`config.mk`:
```
export PLATFORM = sky130hd
export DESIGN_NAME = nmi_capture_unit
export DESIGN_NICKNAME = d
export VERILOG_FILES = /design/src/rtl/nmi_cap_pkg.sv /design/src/rtl/nmi_fault_prio.sv /design/src/rtl/nmi_cause_latch.sv /design/src/rtl/nmi_req_mask.sv /design/src/rtl/nmi_capture_unit.sv
export SDC_FILE = /design/constraint.sdc
export NUM_CORES = 1
export LEC_CHECK = 0
export ABC_AREA = 1
export BUFFER_PORTS_ARGS = -buffer_cell sky130_fd_sc_hd__buf_2
export CORE_AREA = 2 2 39 41
export CTS_CLUSTER_SIZE = 24
export DETAILED_ROUTE_END_ITERATION = 12
export DIE_AREA = 0 0 41 43
export PLACE_DENSITY = 0.73
export SETUP_SLACK_MARGIN = 0.4
export SLEW_MARGIN = 20
export SYNTH_ARGS = -nofsm -noshare
export SYNTH_HDL_FRONTEND = slang
export SYNTH_SLANG_ARGS = --single-unit
export TNS_END_PERCENT = 20
```
`constraint.sdc`:
```
create_clock -name clk_i -period 0.8 [get_ports clk_i]
set_input_delay 0.08 -clock clk_i [delete_from_list [all_inputs] [get_ports clk_i]]
set_output_delay 0.08 -clock clk_i [all_outputs]
set_load 0.05 [all_outputs]
```
`src/rtl/nmi_cap_pkg.sv`:
```
package nmi_cap_pkg;
   // number of data-side fault sources, index order is also priority order
   localparam int unsigned NMI_SRC_N     = 4;
   localparam int unsigned NMI_IDX_W     = $clog2(NMI_SRC_N);
   localparam int unsigned NMI_CODE_BASE = 1024;
   localparam int unsigned NMI_CAUSE_W   = 32;

   // index of each source inside the fault vector
   localparam int unsigned SRC_LD_BUS = 0;
   localparam int unsigned SRC_ST_BUS = 1;
   localparam int unsigned SRC_LD_CHK = 2;
   localparam int unsigned SRC_ST_CHK = 3;
endpackage

```
`src/rtl/nmi_fault_prio.sv`:
```
module nmi_fault_prio #(
   parameter int unsigned N_SRC = 4,
   localparam int unsigned IDX_W = (N_SRC > 1) ? $clog2(N_SRC) : 1
) (
   input  logic             clk_i,
   input  logic             rst_ni,
   input  logic [N_SRC-1:0] src_i,
   output logic             any_o,
   output logic [IDX_W-1:0] idx_o
);
   logic [N_SRC-1:0] above;
   logic [N_SRC-1:0] win;

   if (N_SRC < 2) begin : g_chk_src
      $error("nmi_fault_prio: N_SRC must be at least 2");
   end

   // highest index has nothing above it
   assign above[N_SRC-1] = 1'b0;
   for (genvar i = N_SRC - 2; i >= 0; i--) begin : g_above
      assign above[i] = above[i+1] | src_i[i+1];
   end

   for (genvar i = 0; i < N_SRC; i++) begin : g_win
      assign win[i] = src_i[i] & ~above[i];
   end

   always_comb begin
      idx_o = '0;
      for (int i = 0; i < N_SRC; i++) begin
         if (win[i]) idx_o = idx_o | IDX_W'(i);
      end
   end

   assign any_o = |win;

   // exactly one winner whenever any source is active
   p_single_winner_r3: assert property (@(posedge clk_i) disable iff (!rst_ni)
      (|src_i) |-> ($countones(win) == 1));
   // the winner is the highest active source
   p_winner_top_r3: assert property (@(posedge clk_i) disable iff (!rst_ni)
      any_o |-> ((src_i >> idx_o) >> 1) == '0);
endmodule

```
`src/rtl/nmi_cause_latch.sv`:
```
module nmi_cause_latch #(
   parameter int unsigned CAUSE_W = 32
) (
   input  logic               clk_i,
   input  logic               rst_ni,
   input  logic               load_any_i,
   input  logic [CAUSE_W-1:0] load_cause_i,
   input  logic               ack_i,
   output logic               pend_o,
   output logic [CAUSE_W-1:0] cause_o
);
   logic accept;

   if (CAUSE_W < 12) begin : g_chk_w
      $error("nmi_cause_latch: CAUSE_W too narrow for codes 1024..1027");
   end

   // latch accepts when empty or when the handler is being entered
   assign accept = !pend_o || ack_i;

   always_ff @(posedge clk_i or negedge rst_ni) begin
      if (!rst_ni) begin
         pend_o  <= 1'b0;
         cause_o <= '0;
      end else if (accept) begin
         if (load_any_i) begin
            pend_o  <= 1'b1;
            cause_o <= load_cause_i;
         end else begin
            pend_o  <= 1'b0;
         end
      end
   end

   // a held fault is not overwritten
   p_first_wins_r4: assert property (@(posedge clk_i) disable iff (!rst_ni)
      (pend_o && !ack_i) |=> (pend_o && $stable(cause_o)));
   // acknowledge without a new fault empties the latch
   p_ack_clears_r5: assert property (@(posedge clk_i) disable iff (!rst_ni)
      (pend_o && ack_i && !load_any_i) |=> (!pend_o && $stable(cause_o)));
   // a fault meeting an open latch is captured
   p_rearm_r6: assert property (@(posedge clk_i) disable iff (!rst_ni)
      (load_any_i && (!pend_o || ack_i)) |=> (pend_o && cause_o == $past(load_cause_i)));
   // an idle acknowledge changes nothing
   p_idle_ack_r10: assert property (@(posedge clk_i) disable iff (!rst_ni)
      (!pend_o && !load_any_i) |=> (!pend_o && $stable(cause_o)));
endmodule

```
`src/rtl/nmi_req_mask.sv`:
```
module nmi_req_mask (
   input  logic pend_i,
   input  logic dbg_mode_i,
   input  logic step_on_i,
   input  logic step_irq_en_i,
   output logic req_o
);
   logic blocked;

   assign blocked = dbg_mode_i | (step_on_i & ~step_irq_en_i);
   assign req_o   = pend_i & ~blocked;
endmodule

```
`src/rtl/nmi_capture_unit.sv`:
```
module nmi_capture_unit
   import nmi_cap_pkg::*;
(
   input  logic                   clk_i,
   input  logic                   rst_ni,
   input  logic                   flt_ld_bus_i,
   input  logic                   flt_st_bus_i,
   input  logic                   flt_ld_chk_i,
   input  logic                   flt_st_chk_i,
   input  logic                   dbg_mode_i,
   input  logic                   step_on_i,
   input  logic                   step_irq_en_i,
   input  logic                   nmi_ack_i,
   output logic                   nmi_req_o,
   output logic                   nmi_pend_o,
   output logic [NMI_CAUSE_W-1:0] nmi_cause_o
);
   logic [NMI_SRC_N-1:0]   flt_vec;
   logic                   flt_any;
   logic [NMI_IDX_W-1:0]   flt_idx;
   logic [NMI_CAUSE_W-1:0] flt_cause;

   if (NMI_CODE_BASE + NMI_SRC_N > (1 << (NMI_CAUSE_W - 1))) begin : g_chk_code
      $error("nmi_capture_unit: codes do not fit below the interrupt flag");
   end

   always_comb begin
      flt_vec             = '0;
      flt_vec[SRC_LD_BUS] = flt_ld_bus_i;
      flt_vec[SRC_ST_BUS] = flt_st_bus_i;
      flt_vec[SRC_LD_CHK] = flt_ld_chk_i;
      flt_vec[SRC_ST_CHK] = flt_st_chk_i;
   end

   nmi_fault_prio #(.N_SRC(NMI_SRC_N)) u_prio (
      .clk_i (clk_i),
      .rst_ni(rst_ni),
      .src_i (flt_vec),
      .any_o (flt_any),
      .idx_o (flt_idx)
   );

   assign flt_cause = {1'b1, {(NMI_CAUSE_W-1){1'b0}}}
                    | NMI_CAUSE_W'(NMI_CODE_BASE)
                    | NMI_CAUSE_W'(flt_idx);

   nmi_cause_latch #(.CAUSE_W(NMI_CAUSE_W)) u_latch (
      .clk_i       (clk_i),
      .rst_ni      (rst_ni),
      .load_any_i  (flt_any),
      .load_cause_i(flt_cause),
      .ack_i       (nmi_ack_i),
      .pend_o      (nmi_pend_o),
      .cause_o     (nmi_cause_o)
   );

   nmi_req_mask u_mask (
      .pend_i       (nmi_pend_o),
      .dbg_mode_i   (dbg_mode_i),
      .step_on_i    (step_on_i),
      .step_irq_en_i(step_irq_en_i),
      .req_o        (nmi_req_o)
   );

   // a request always stands on a held fault
   p_req_needs_pend_r7: assert property (@(posedge clk_i) disable iff (!rst_ni)
      nmi_req_o |-> nmi_pend_o);
   // debug mode hides the request
   p_dbg_mask_r8: assert property (@(posedge clk_i) disable iff (!rst_ni)
      dbg_mode_i |-> !nmi_req_o);
   // stepping without interrupt permission hides the request
   p_step_mask_r9: assert property (@(posedge clk_i) disable iff (!rst_ni)
      (step_on_i && !step_irq_en_i) |-> !nmi_req_o);
   // a held cause always carries the flag and a code in range
   p_cause_form_r2: assert property (@(posedge clk_i) disable iff (!rst_ni)
      nmi_pend_o |-> (nmi_cause_o[NMI_CAUSE_W-1]
                      && nmi_cause_o[NMI_CAUSE_W-2:0] >= (NMI_CAUSE_W-1)'(NMI_CODE_BASE)
                      && nmi_cause_o[NMI_CAUSE_W-2:0] <  (NMI_CAUSE_W-1)'(NMI_CODE_BASE + NMI_SRC_N)));
endmodule

```
==> qor.yml <==
status:
  status: "complete, but fails checks"
  violations: "negative setup slack"
setup_path:
  critPathLaunchType: "flop"
  crit_required_ps: 720
  endpoint_kind: "output port"
  critical_path_class: "reg -> out"
  setup.worst_path.start: "u_latch.pend_o$_DFFE_PN0P_"
  worstPathArrival_ps: 910
  critical_path.max_fanout: 3
  r2r-start: "u_latch.pend_o$_DFFE_PN0P_"
timing:
  finalSetupViolations: 8
  fin_worst_skew_ps: 5.85
  max_freq_ghz: 1.01
  fin_hold_ws_ps: 116
  min_period_ps: 992
  fin_crit_sh: 1.24
  worst_slack_ps: -192
  hold_viol_final: 0
  tns_ps: -709
  drv_slew: 0
  rsz0062_at_grt: "true"
clock_network:
  cts-htree-levels: 1
  cts.sinks: 4
  clk_pin_slew_ps: 40
  clock-root-buffer: "clkbuf_4"
  cts_buffer_depth: 2
  clk_latency_ps: 240
  numCtsBuffers: 3
  cts_tree: "done"
synthesis:
  synthFlopType: "dfrtp_1"
  ys_seq_area_frac: 0.244
  syn_area_um2: 410
  syn_inst: 56
  synth_edf_count: 0
  synthDistinctLibCells: 9
  yosysTopAreaCellShare: 0.530
  yosysMostFrequentCell: "buf_4"
  yosys-top-cells-count: "buf_4, nand2_1, inv_1"
  yosysWarnings: 0
  syn_area_per_cell_um2: 7.33
  synth-async-reset-ratio: 1.00
  synth_area_leaders: "buf_4, dfrtp_1, nand2_1"
  synth_top_area_cell: "buf_4"
  ys_ff_latch: 4
die:
  die_w_um: 41
  ios: 44
  rows: 14
  initial_core_util: 0.297
  dieArea_mm2: 0.00176
  core-area_mm2: 0.00138
  die_y_um: 43
place:
  pre_cts_ws_ps: -57.1
  place_inst: 85
  globalplace.congestion: 0.605
  portBuffers: 15
  place_hpwl_um: 491
cells_and_area:
  area_growth_pct: 15.2
  n_antenna_cell: 0
  nNetsFinal: 85
  layout.cells.non_filler: 90
  fillers: 166
  drive_gt1_frac: 0.297
worst_hold_path:
  min-delay-start: "flt_ld_chk_i"
  hold_path_class: "in -> reg"
pwr:
  peakVddDrop_mv: 0.430
  p_leak_nw: 0.293
  power_density_mw_per_mm2: 2140
global_route:
  grt_max_degree: 5
  grtUsageTotal: 0.0746
  grt-ovfl-total: 0
  first_global_vias: 216
  busiest_layer: "met2"
  grt_pass1_wl_um: 772
  grtUsageMet2: 0.103
  grt_util_met3: 0.0628
  antenna_found_initial: 0
  use_met1: 0.0554
drt:
  drc: 0
  wl_per_cell_um: 6.64
  ant_nets: 0
  vias: 289
  dr.first_iter.drc_count: 1
  wirelength_um: 598
  vias_per_cell: 3.21
  dr.pass1.iters: 2
job:
  max_cap_viol_count: 0
-- critical path, cell delays in order (launching register included) --
cell and delay (ps):
dfrtp_2 410, o21ai_2 80, nor2_4 50, buf_8 140
-- area by class of cell --
class | count | area [um2] | share of cell area
Inverter | 5 | 18.8 | 0.0397
Clock buffer | 4 | 26.3 | 0.0556
Sequential cell | 4 | 101 | 0.214
Multi-Input combinational cell | 45 | 186 | 0.394
Tap cell | 16 | 20.0 | 0.0423
Timing Repair Buffer | 16 | 120 | 0.254
-- state kept, by name, summed over array words and instances, names as in the netlist --
register and cells:
u_latch.cause_o 3, u_latch.pend_o 1
-- placed cells by master, fill, tap and decap left out, drive strengths merged --
| cell type | n |
|---|---|
| buf | 15 |
| dlygate4sd3 | 1 |
| dfrtp | 4 |
| conb | 28 |
| inv | 5 |
| nand3 | 1 |
| o21ai | 2 |
| nand2 | 11 |
| nor2 | 3 |
| clkbuf | 4 |
-- stage by stage --
step                       util  total power [mW]  cell area (um2)
final                     0.342              1.01              473
after global routing      0.342              1.07              473
after CTS                 0.339              1.02              469
after detailed placement  0.290             0.708              402
after global placement    0.290             0.704              402
after floorplan               -             0.756              524
-- what timing repair did --
action,in CTS,in global routing
setup endpoints to repair,10,10
gates cloned,0,0
hold buffers,1,0
pin swaps,1,0
setup buffers,0,0
endpoints found under the hold margin,4,0
resized for setup,10,1
-- metal layers --
metal	routed length, um	vias up
met4	0	0
met1	193	118
met2	297	27
met3	107	0
li1	-	144
met5	0	-
-- logic make-up (layout without fill, tap and decap cells) --
family / Yosys count / in the layout / share of synthesized area
buf+inv: 34 / 25 / 0.576
simple gates: 15 / 15 / 0.146
flops: 4 / 4 / 0.244
compound gates: 2 / 2 / 0.0244
other cells: 1 / 28 / 0.00914
-- path summary, 6_finish.rpt --
path	endpoint	cells after the start	slack, ps
min	u_latch.cause_o[1]$_DFFE_PN0P_	3	120
min reg2reg	u_latch.cause_o[1]$_DFFE_PN0P_	2	490
min in group asynchronous	u_latch.cause_o[1]$_DFFE_PN0P_	2	200
max in group asynchronous	u_latch.pend_o$_DFFE_PN0P_	2	470
max	nmi_req_o	3	-190
max reg2reg	u_latch.cause_o[1]$_DFFE_PN0P_	4	-50
-- power by group --
group	switching [mW]	internal, mW	leakage [nW]
combinational	0.423	0.0804	0.237
clock	0.0838	0.187	0.0150
sequential	0.0144	0.223	0.0412
Note: power is estimated with default switching activity, not from simulation.
